<file path="src/rtl/op_alu_pkg.sv">
package op_alu_pkg;
  typedef enum logic [3:0] {
    OP_MOV  = 4'd0,
    OP_ADD  = 4'd1,
    OP_SUB  = 4'd2,
    OP_MUL  = 4'd3,
    OP_AND  = 4'd4,
    OP_OR   = 4'd5,
    OP_LSR  = 4'd6,
    OP_LSL  = 4'd7,
    OP_ASR  = 4'd8,
    OP_ASL  = 4'd9,
    OP_COMP = 4'd10,
    OP_NEG  = 4'd11,
    OP_HALT = 4'd12
  } op_e;

  // packed MSB first: neg=bit2, zero=bit1, carry=bit0
  typedef struct packed {
    logic neg;
    logic zero;
    logic carry;
  } flags_t;
endpackage

</file>
<file path="src/rtl/op_alu_arith.sv">
module op_alu_arith #(
  parameter int DATA_W = 8
) (
  input  logic [DATA_W-1:0]   a_i,
  input  logic [DATA_W-1:0]   b_i,
  output logic [DATA_W:0]     sum_o,
  output logic [DATA_W-1:0]   diff_o,
  output logic                borrow_o,
  output logic [2*DATA_W-1:0] prod_o
);
  logic [DATA_W:0] diff_ext;

  assign sum_o    = {1'b0, a_i} + {1'b0, b_i};
  assign diff_ext = {1'b0, a_i} - {1'b0, b_i};
  assign diff_o   = diff_ext[DATA_W-1:0];
  assign borrow_o = diff_ext[DATA_W];
  assign prod_o   = {{DATA_W{1'b0}}, a_i} * {{DATA_W{1'b0}}, b_i};
endmodule

</file>
<file path="src/rtl/op_alu_shift.sv">
module op_alu_shift #(
  parameter int DATA_W = 8,
  parameter bit LEFT   = 1'b0,
  localparam int SH_W  = $clog2(DATA_W)
) (
  input  logic [DATA_W-1:0] a_i,
  input  logic [SH_W-1:0]   sh_i,
  input  logic              arith_i,
  output logic [DATA_W-1:0] res_o,
  output logic              cout_o
);
  // one guard bit catches the last bit shifted out
  logic [DATA_W:0] ext;

  generate
    if (LEFT) begin : g_left
      assign ext    = {1'b0, a_i} << sh_i;
      assign res_o  = ext[DATA_W-1:0];
      assign cout_o = ext[DATA_W];
    end else begin : g_right
      logic signed [DATA_W:0] sx;
      assign sx     = $signed({a_i, 1'b0}) >>> sh_i;
      assign ext    = arith_i ? $unsigned(sx) : ({a_i, 1'b0} >> sh_i);
      assign res_o  = ext[DATA_W:1];
      assign cout_o = ext[0];
    end
  endgenerate
endmodule

</file>
<file path="src/rtl/op_alu.sv">
module op_alu
  import op_alu_pkg::*;
#(
  parameter int DATA_W = 8
) (
  input  logic                        clk_i,
  input  logic                        rst_ni,
  input  logic                        valid_i,
  input  logic [3:0]                  op_i,
  input  logic [DATA_W-1:0]           a_i,
  input  logic [DATA_W-1:0]           b_i,
  input  logic [$clog2(DATA_W)-1:0]   shamt_i,
  output logic [2*DATA_W-1:0]         result_o,
  output logic [2:0]                  flags_o
);
  localparam int RES_W = 2 * DATA_W;
  localparam int SH_W  = $clog2(DATA_W);
  localparam int PAD_W = RES_W - DATA_W;

  logic [DATA_W:0]   sum;
  logic [DATA_W-1:0] diff;
  logic              borrow;
  logic [RES_W-1:0]  prod;
  logic [DATA_W-1:0] shr_res, shl_res;
  logic              shr_c, shl_c;

  op_alu_arith #(.DATA_W(DATA_W)) u_arith (
    .a_i(a_i), .b_i(b_i), .sum_o(sum), .diff_o(diff),
    .borrow_o(borrow), .prod_o(prod)
  );

  op_alu_shift #(.DATA_W(DATA_W), .LEFT(1'b0)) u_shr (
    .a_i(a_i), .sh_i(shamt_i[SH_W-1:0]), .arith_i(op_i == OP_ASR),
    .res_o(shr_res), .cout_o(shr_c)
  );

  op_alu_shift #(.DATA_W(DATA_W), .LEFT(1'b1)) u_shl (
    .a_i(a_i), .sh_i(shamt_i[SH_W-1:0]), .arith_i(1'b0),
    .res_o(shl_res), .cout_o(shl_c)
  );

  logic [DATA_W-1:0] low8;
  logic [RES_W-1:0]  nxt_res;
  logic              nxt_c;
  logic              upd;
  flags_t            nxt_flg;
  logic              halt_q;
  logic [RES_W-1:0]  res_q;
  flags_t            flg_q;

  always_comb begin
    low8  = '0;
    nxt_c = 1'b0;
    upd   = 1'b1;
    unique case (op_e'(op_i))
      OP_MOV:          low8 = a_i;
      OP_ADD:  begin   low8 = sum[DATA_W-1:0]; nxt_c = sum[DATA_W]; end
      OP_SUB:  begin   low8 = diff; nxt_c = borrow; end
      OP_AND:          low8 = a_i & b_i;
      OP_OR:           low8 = a_i | b_i;
      OP_LSR, OP_ASR: begin low8 = shr_res; nxt_c = shr_c; end
      OP_LSL, OP_ASL: begin low8 = shl_res; nxt_c = shl_c; end
      OP_COMP:         low8 = ~a_i;
      OP_NEG:          low8 = -a_i;
      OP_MUL:          low8 = '0;
      default:         upd  = 1'b0;   // HALT and reserved codes
    endcase
    nxt_res      = (op_i == OP_MUL) ? prod : {{PAD_W{1'b0}}, low8};
    nxt_flg.carry = nxt_c;
    nxt_flg.zero  = (nxt_res == '0);
    nxt_flg.neg   = (op_i == OP_MUL) ? nxt_res[RES_W-1] : nxt_res[DATA_W-1];
  end

  always_ff @(posedge clk_i or negedge rst_ni) begin
    if (!rst_ni) begin
      halt_q <= 1'b0;
      res_q  <= '0;
      flg_q  <= '0;
    end else if (valid_i && !halt_q) begin
      if (op_i == OP_HALT) begin
        halt_q <= 1'b1;
      end else if (upd) begin
        res_q <= nxt_res;
        flg_q <= nxt_flg;
      end
    end
  end

  assign result_o = res_q;
  assign flags_o  = flg_q;
endmodule

</file>
<file path="config.mk">
export PLATFORM = sky130hd
export DESIGN_NAME = op_alu
export DESIGN_NICKNAME = d
export VERILOG_FILES = /design/src/rtl/op_alu_pkg.sv /design/src/rtl/op_alu_arith.sv /design/src/rtl/op_alu_shift.sv /design/src/rtl/op_alu.sv
export SDC_FILE = /design/constraint.sdc
export NUM_CORES = 1
export LEC_CHECK = 0
export ABC_CLOCK_PERIOD_IN_PS = 2430
export CORE_UTILIZATION = 50
export CTS_CLUSTER_SIZE = 14
export DETAILED_ROUTE_END_ITERATION = 6
export PLACE_DENSITY = 0.71
export SKIP_CTS_REPAIR_TIMING = 1
export SLEW_MARGIN = 40
export SYNTH_ARGS = -nofsm -noshare
export SYNTH_HDL_FRONTEND = slang
export SYNTH_SLANG_ARGS = --single-unit
</file>
<file path="constraint.sdc">
create_clock -name clk_i -period 2.43 [get_ports clk_i]
set_input_delay 0.3645 -clock clk_i [delete_from_list [all_inputs] [get_ports clk_i]]
set_output_delay 0.3645 -clock clk_i [all_outputs]
set_load 0.02 [all_outputs]
</file>
==> impl_metrics.yaml, run 1 <==
worst_hold_path:
  hold_class: "primary input to asynchronous set/reset pin"
timing:
  finalCriticalPeriod_ns: 4.48
  drv_slew: 0
  holdWs_ns: 0.459
  grt_setup_unrepaired: "yes"
  finalCritPeriodShare: 1.84
  layout_setup_ws_ns: -2.05
  finClkSkew_ns: 0.00115
  tns_ns: -25.40
  worst_pin_slew_ns: 0.528
  setup_viol: 18
  finalHoldViolCount: 0
  relSlewSlack: 0.646
  fmax_mhz: 223
clock_network:
  clkSinkCount: 20
  cts_max_level: 1
  numCtsBuffers: 3
  cts.path.max_buffers: 2
  clk_pin_slew_ns: 0.07
  clock_latency_ns: 0.25
  cts_tree: "done"
  clock-root-buffer: "clkbuf_8"
finish:
  drive_gt1_frac: 0.432
  antennaDiodeCount: 0
  fillers: 549
  nets: 979
  syn_to_final_growth_pct: 56.7
worst_setup_path:
  cp-start-kind: "primary input"
  critPathMaxFanout: 8
  worst-path-buf-inv: 5
  arrival_ns: 4.67
  r2r_slack_ns: 0.39
  crit_family: "adder cells"
  required_ns: 2.62
  cp_slowest_cell: "or4b_4"
  worst-setup-path-type: "primary input to flip-flop"
  end_kind: "flip-flop"
  crit_path_max_incr_delay_ns: 0.58
  cp_cell_sequence: "buf_4, clkinvlp_4, buf_8, nor2_2, ha_2, fa_1, ha_4, inv_2, fa_2, inv_1, ha_1, a21o_4, a21oi_4, xnor2_2, nand2_1, o311ai_1, or4b_4, nand4b_1, o21ai_1"
global_route:
  grt_pass1_wl_mm: 29.5
  grt_overflow: 0
  track_usage: 0.377
  grt_pass1_vias: 5842
  grt_max_degree: 29
  antenna_found_initial: 0
floorplanning:
  die_w_um: 101
  io_pins: 45
  initial_utilization: 0.524
  rows: 35
  die_h_um: 101
  die_area_um2: 10300
  coreArea_um2: 9420
drt:
  route.detailed.drc: 0
  drt_iter0_markers: 586
  num_vias: 6088
  wl_per_cell_um: 22.7
  drt_first_pass_iters: 7
  ant_nets: 0
  avgViaCountPerCell: 6.21
  wl_mm: 22.3
power_and_ir_drop:
  p_int_mw: 2.40
  power_frac_comb: 0.846
  switching_share: 0.471
  ir_drop_mv: 0.858
  leakage_nw: 3.65
  pwr-share-clk: 0.047
  powerDensity_nw_per_um2: 586
  seqPwrFrac: 0.107
  p_switching_mw: 2.13
  power_mw: 4.53
synthesis:
  yosysTopAreaCell: "ha_1"
  seq_area_frac_synth: 0.101
  ys.flop_type: "dfrtp_1"
  netlist_instances: 638
  yosysWarnings: 0
  synth-async-reset-ratio: 1.00
  yosys.area_share.adder: 0.309
  synth.top_cell.area_share: 0.155
  yosysMostFrequentCell: "nor2_1"
  synth_xor_area_frac: 0.0320
  synth_compound_area_frac: 0.192
  synth_simple_gate_area_share: 0.233
  syn_avg_cell_area_um2: 7.73
  synth_nets: 763
  synthTopCellsByArea: "ha_1, fa_1, dfrtp_1, nor2_1, inv_1"
  synth_top_family_by_area: "adder cells"
  ys_types: 76
  synth-edff-count: 0
  netlist_area_um2: 4930
  synth_common_cells: "nor2_1, inv_1, ha_1, nand2_1, fa_1"
  synth_mux_area_frac: 0.0426
  ys_seq_elements: 20
status:
  outcome: "complete, but fails checks"
  violations: "setup timing"
place:
  dp_slack_ns: -2.86
  place_hpwl_mm: 15.2
  gp_congestion: 0.974
  numPortBuffers: 44
run:
  maxCapViolCount: 0
[worst paths after layout]
path | from | to | depth (start not counted)
setup / recovery | a_i[0] | flags_o[1] | 19
hold / removal | rst_ni | result_o[6] | 2
setup reg to reg | halt_q | flags_o[1] | 8
hold reg to reg | result_o[7] | result_o[7] | 2
max in group asynchronous | rst_ni | result_o[7] | 2
min in group clk_i | result_o[7] | result_o[7] | 2
[cell type report]
type / count / area, um^2 / area share
Tap cell: 129 / 161 / 0.0209
Multi-Input combinational cell: 511 / 4660 / 0.603
Inverter: 73 / 329 / 0.0426
Timing Repair Buffer: 245 / 2040 / 0.264
Clock buffer: 3 / 41.3 / 0.00534
Sequential cell: 20 / 500 / 0.0647
[sequential cells by signal, indices dropped and copies added, names as in the netlist]
name      count
flags_o       3
halt_q        1
result_o     16
[per-stage QoR]
step                std cells  instance area, um^2   util
CTS                       958                 6970  0.741
global placement          955                 6930  0.736
detailed placement        955                 6930  0.736
finish                    981                 7730  0.821
global route              981                 7730  0.821
floorplan                 638                 5280      -
[cell families after synthesis]
group / Yosys count
AO/OA/AOI/OAI: 135
XOR/XNOR: 18
adder cells (fa/ha/maj): 99
buffers and inverters: 107
flip-flops: 20
multiplexers: 17
AND/OR/NAND/NOR: 242
[worst reg2reg max path, cell delays in order, from the launching register on]
cell,delay (ns)
dfrtp_1,0.39
nand3b_1,0.27
a2111oi_1,0.30
nand4_1,0.14
buf_4,0.18
nor3_1,0.21
and4_1,0.23
nand4b_1,0.11
o21ai_1,0.14
[power by group through the flow]
stage               Combinational [mW]  Clock, mW  Sequential [mW]
floorplan                         1.69          0            0.598
global placement                  2.94          0            0.485
detailed placement                3.08          0            0.492
CTS                               3.10      0.214            0.485
global route                      4.07      0.230            0.493
finish                            3.84      0.212            0.485
[routing by layer]
layer,up-vias,routed length [um],part of all wire,global-route usage
met1,2850,8150,0.37,0.474
li1,2633,-,-,-
met4,0,1920,0.086,0.171
met3,163,2040,0.091,0.0455
met5,-,0,0,0
met2,442,10200,0.46,0.649
[cell usage in the layout, fill, tap and decap left out, types with 5 or more instances in the layout]
cell type / netlist / routed
buf_6: 3 / 17
o21ai_1: 1 / 9
ha_2: 0 / 6
clkbuf_2: 0 / 6
clkdlybuf4s50_1: 0 / 28
inv_1: 65 / 46
nand2_1: 61 / 58
fa_2: 0 / 6
a211oi_1: 7 / 6
ha_1: 61 / 41
xnor2_2: 0 / 5
or2_2: 6 / 5
a21oi_2: 0 / 5
o21ai_0: 24 / 11
xor2_1: 7 / 6
ha_4: 0 / 14
o22ai_1: 7 / 5
nand3b_1: 6 / 6
nor2b_1: 5 / 5
fa_1: 38 / 32
nor2_4: 0 / 15
o21ai_2: 1 / 6
buf_4: 2 / 183
a21o_1: 6 / 5
nor2_1: 91 / 62
xnor2_1: 11 / 6
nand2b_1: 8 / 5
inv_2: 1 / 18
mux2i_1: 12 / 12
nor3_1: 17 / 14
o211ai_1: 6 / 6
nand3_1: 12 / 12
a21oi_1: 25 / 18
nor2_2: 0 / 14
dfrtp_1: 20 / 20
No activity file was read; power rests on OpenSTA's default activity.
==> run 2, diff against run 1 <==
ABC_CLOCK_PERIOD_IN_PS = 5100   (was 2430)
REMOVE_ABC_BUFFERS = 1   (was not set)
clock period = 5.1 ns   (was 2.43 ns; I/O delays follow)
==> impl_metrics.yaml, run 2 (synthesis results as in run 1) <==
finish:
  antennaDiodeCount: 0
  layout_commonest_cell: "nor2_1"
  final_cell_mix: "nor2_1, buf_4, nand2_1"
  drive_gt1_frac: 0.224
  syn_to_final_growth_pct: 24.2
  fin_area_um2: 6130
  largest_register_ffs: 16
  nets: 858
worst_setup_path:
  required_ns: 5.29
  critPathMaxFanout: 5
  r2r_slack_ns: 2.92
  cp-start-kind: "primary input"
  crit_path_max_incr_delay_ns: 0.53
  cp_common_cell: "fa_1"
  worst-setup-path-type: "primary input to flip-flop"
  arrival_ns: 5.16
  cp_slowest_cell: "fa_1"
  cp_cell_sequence: "dlymetal6s2s_1, inv_2, nor2_4, fa_1, fa_1, fa_1, inv_1, fa_1, inv_1, ha_2, or3_4, nand2b_4, o211ai_1, o21ai_1, xor2_1, o41ai_2, nand3_1, o21ai_1"
  end_kind: "flip-flop"
  worst-path-buf-inv: 4
  crit_family: "adder cells"
timing:
  finalCritPeriodShare: 0.973
  relSlewSlack: 0.448
  fmax_mhz: 201
  holdWs_ns: 0.449
  worst_pin_slew_ns: 0.825
  setup_viol: 0
  finalCriticalPeriod_ns: 4.96
  tns_ns: 0
  finalHoldViolCount: 0
  drv_slew: 0
  finClkSkew_ns: 0.00223
  layout_setup_ws_ns: 0.136
clock_network:
  clock-root-buffer: "clkbuf_8"
  cts_tree: "done"
  numCtsBuffers: 3
  clkSinkCount: 20
  clock_latency_ns: 0.26
  cts.path.max_buffers: 2
  clk_pin_slew_ns: 0.07
  cts_max_level: 1
global_route:
  grt_overflow: 0
  grt_pass1_wl_mm: 26.4
  grt_pass1_vias: 5133
  antenna_found_initial: 0
  track_usage: 0.336
  grt_max_degree: 28
drt:
  wl_mm: 16.5
  ant_nets: 0
  num_vias: 5157
  drt_iter0_markers: 361
  avgViaCountPerCell: 5.99
  wl_per_cell_um: 19.1
  route.detailed.drc: 0
  drt_first_pass_iters: 7
place:
  dp_slack_ns: -0.811
  placed_area_um2: 5950
  numPortBuffers: 44
  place_hpwl_mm: 13.6
  gp_congestion: 1.06
floorplanning:
  initial_utilization: 0.524
  die_h_um: 101
  rows: 35
  die_w_um: 101
  io_pins: 45
  die_area_um2: 10300
  coreArea_um2: 9420
power_and_ir_drop:
  leakage_nw: 2.98
  powerDensity_nw_per_um2: 286
  ir_drop_mv: 0.433
status:
  outcome: "finished, final reports clean"
run:
  maxCapViolCount: 0
worst_hold_path:
  hold_class: "primary input to asynchronous set/reset pin"
[run 2: cell count changes in the layout (fill, tap and decap cells not counted), sizes merged]
cell,before,now
clkinv,5,1
clkinvlp,2,0
clkdlybuf4s50,28,26
buf,208,86
clkbuf,9,10
inv,66,72
dlymetal6s2s,3,6
[run 2: path summary, 6_finish.rpt]
kind | cells after the start | end | startpoint
max | 18 | flags_o[1] | b_i[2]
min | 1 | result_o[0] | rst_ni
max reg2reg | 7 | flags_o[1] | halt_q
min reg2reg | 2 | result_o[8] | result_o[8]
max in group asynchronous | 1 | flags_o[2] | rst_ni
min in group clk_i | 2 | result_o[8] | result_o[8]
[run 2: per-stage QoR]
step | instances | power [mW] | utilization
2_1_floorplan | 604 | 0.946 | -
3_3_place_gp | 856 | 1.50 | 0.633
3_5_place_dp | 856 | 1.54 | 0.631
4_1_cts | 860 | 1.67 | 0.637
5_1_grt | 861 | 1.91 | 0.651
6_report | 861 | 1.75 | 0.651
[run 2: power by group]
group,internal (mW),switching (mW)
combinational,0.671,0.733
sequential,0.204,0.0252
clock,0.0688,0.0530
[run 2: final cells by class]
type | instances | area (um^2)
inverters | 73 | 274
repair buffers | 124 | 1020
well taps | 129 | 161
fillers | 844 | 3290
flip-flops and latches | 20 | 500
clock buffers | 4 | 55.1
multi-input cells | 511 | 4120
[run 2: layer usage]
layer  vias up  share of wire  track usage
met3        54          0.078       0.0435
li1       2394              -            -
met4         0          0.039        0.115
met1      2464           0.41        0.445
met2       245           0.48        0.565
met5         -              0            0
[run 2: worst register-to-register path: cells and delay by family (launching register included)]
| kind | cells | cell delay, ns |
|---|---|---|
| simple gates | 5 | 1.24 |
| compound gates | 2 | 0.46 |
| flops | 1 | 0.39 |
==> run 3, diff against run 2 <==
CAP_MARGIN = 25   (was not set)
PLACE_DENSITY = 0.74   (was 0.71)
==> impl_metrics.yaml, run 3 (synthesis results as in run 1) <==
worst_setup_path:
  rr_startpoint: "halt_q"
  end_kind: "flip-flop"
  arrival_ns: 5.10
  cp-start-kind: "primary input"
  cp_cell_sequence: "dlymetal6s2s_1, inv_2, nor2_2, fa_1, fa_2, fa_1, inv_1, fa_1, inv_1, ha_1, or3_4, or2_4, o221ai_1, a31oi_1, xnor2_1, nand2_1, nand3_1, o21ai_1"
  setup.worst_path.start: "a_i[6]"
  cp_slowest_cell: "fa_1"
  cp_common_cell: "fa_1"
  required_ns: 5.25
  crit_path_max_incr_delay_ns: 0.58
  r2r_slack_ns: 2.90
  reg2reg_to: "flags_o[1]"
  reg2reg_depth: 7
  critPathMaxFanout: 4
  cp-endpoint: "flags_o[1]"
  worst-setup-path-type: "primary input to flip-flop"
drt:
  drt_first_pass_iters: 5
  route.detailed.drc: 0
  ant_nets: 0
  wl_mm: 16.3
  num_vias: 5202
  wl_per_cell_um: 18.9
  drt_iter0_markers: 467
  avgViaCountPerCell: 6.02
floorplanning:
  coreArea_um2: 9420
  die_w_um: 101
  die_h_um: 101
  io_pins: 45
  initial_utilization: 0.524
  rows: 35
  die_area_um2: 10300
timing:
  worst_pin_slew_ns: 0.791
  finClkSkew_ns: 0.00411
  relSlewSlack: 0.469
  layout_setup_ws_ns: 0.150
  fmax_mhz: 202
  setup_viol: 0
  drv_slew: 0
  finalCriticalPeriod_ns: 4.95
  tns_ns: 0
  finalCritPeriodShare: 0.971
  finalHoldViolCount: 0
finish:
  drive_gt1_frac: 0.222
  layout_commonest_cell: "buf_4"
  antennaDiodeCount: 0
  final_cell_mix: "buf_4, nor2_1, nand2_1"
  fillers: 826
  nets: 861
  syn_to_final_growth_pct: 24.6
  largest_register_ffs: 16
  final_cells: 864
global_route:
  track_usage: 0.329
  grt_overflow: 0
  antenna_found_initial: 0
  grt_pass1_vias: 5176
  grt_max_degree: 29
  grt_pass1_wl_mm: 26.0
place:
  gp_congestion: 1.04
  dp_cells: 856
  place_hpwl_mm: 13.3
  dp_slack_ns: -0.819
  numPortBuffers: 44
power_and_ir_drop:
  leakage_nw: 2.98
  pwr-share-clk: 0.068
  seqPwrFrac: 0.128
  switching_share: 0.460
  powerDensity_nw_per_um2: 291
  p_switching_mw: 0.823
  p_int_mw: 0.966
  power_frac_comb: 0.805
  ir_drop_mv: 0.376
status:
  outcome: "finished, final reports clean"
clock_network:
  clkSinkCount: 20
  clock_latency_ns: 0.26
  cts.path.max_buffers: 2
  clock-root-buffer: "clkbuf_8"
  cts_max_level: 1
  clk_pin_slew_ns: 0.08
  cts_tree: "done"
  numCtsBuffers: 3
run:
  maxCapViolCount: 0
worst_hold_path:
  hold_class: "primary input to asynchronous set/reset pin"
==> run 3: cell types whose count changed in the layout (fill, tap and decap cells not counted), moves of 3 or more <==
cell   previous run  this run
buf_2             4         7
buf_4            77        81
buf_6             5         2
inv_2            17        14
==> run 3: per-stage QoR <==
step                      total power [mW]  utilization  hold slack [ns]  cell area (um^2)
final                                 1.79        0.653            0.440              6150
after global routing                  1.94        0.653            0.465              6150
after CTS                             1.66        0.637            0.448              6000
after detailed placement              1.53        0.631            0.460              5940
after global placement                1.50        0.633            0.450              5960
after floorplan                      0.946            -            0.447              4760
==> run 3: area by class of cell <==
type	instances	area (um^2)	share of cell area
clock buffers	4	55.1	0.00896
well taps	129	161	0.0263
repair buffers	127	1020	0.166
inverters	73	274	0.0446
multi-input cells	511	4140	0.673
flip-flops and latches	20	500	0.0814
==> run 3: worst min path at each step <==
stage / endpoint / slack [ns] / depth (start not counted)
final: result_o[1] / 0.44 / 1
after global routing: result_o[1] / 0.46 / 1
after CTS: result_o[1] / 0.45 / 1
after floorplan: halt_q / 0.45 / 1
after detailed placement: result_o[13] / 0.46 / 2
after global placement: result_o[9] / 0.45 / 2
==> run 3: critical path: cells and delay by family <==
family / cells / cell delay [ns]
AO/OA/AOI/OAI: 3 / 0.40
XOR/XNOR: 1 / 0.27
adder cells (fa/ha/maj): 5 / 2.33
buffers and inverters: 4 / 0.41
AND/OR/NAND/NOR: 5 / 0.92
==> run 3: power groups by stage <==
stage,Sequential [mW],Combinational (mW),Clock (mW)
global route,0.233,1.58,0.129
finish,0.228,1.44,0.121
CTS,0.228,1.30,0.123
detailed placement,0.232,1.30,0
floorplan,0.285,0.661,0
global placement,0.229,1.27,0
==> run 3: metal layers <==
| metal | GRT usage | vias up | routed length, um |
|---|---|---|---|
| li1 | - | 2402 | - |
| met1 | 0.431 | 2505 | 6640 |
| met2 | 0.555 | 240 | 7710 |
| met3 | 0.0290 | 55 | 1160 |
| met4 | 0.146 | 0 | 804 |
| met5 | 0 | - | 0 |
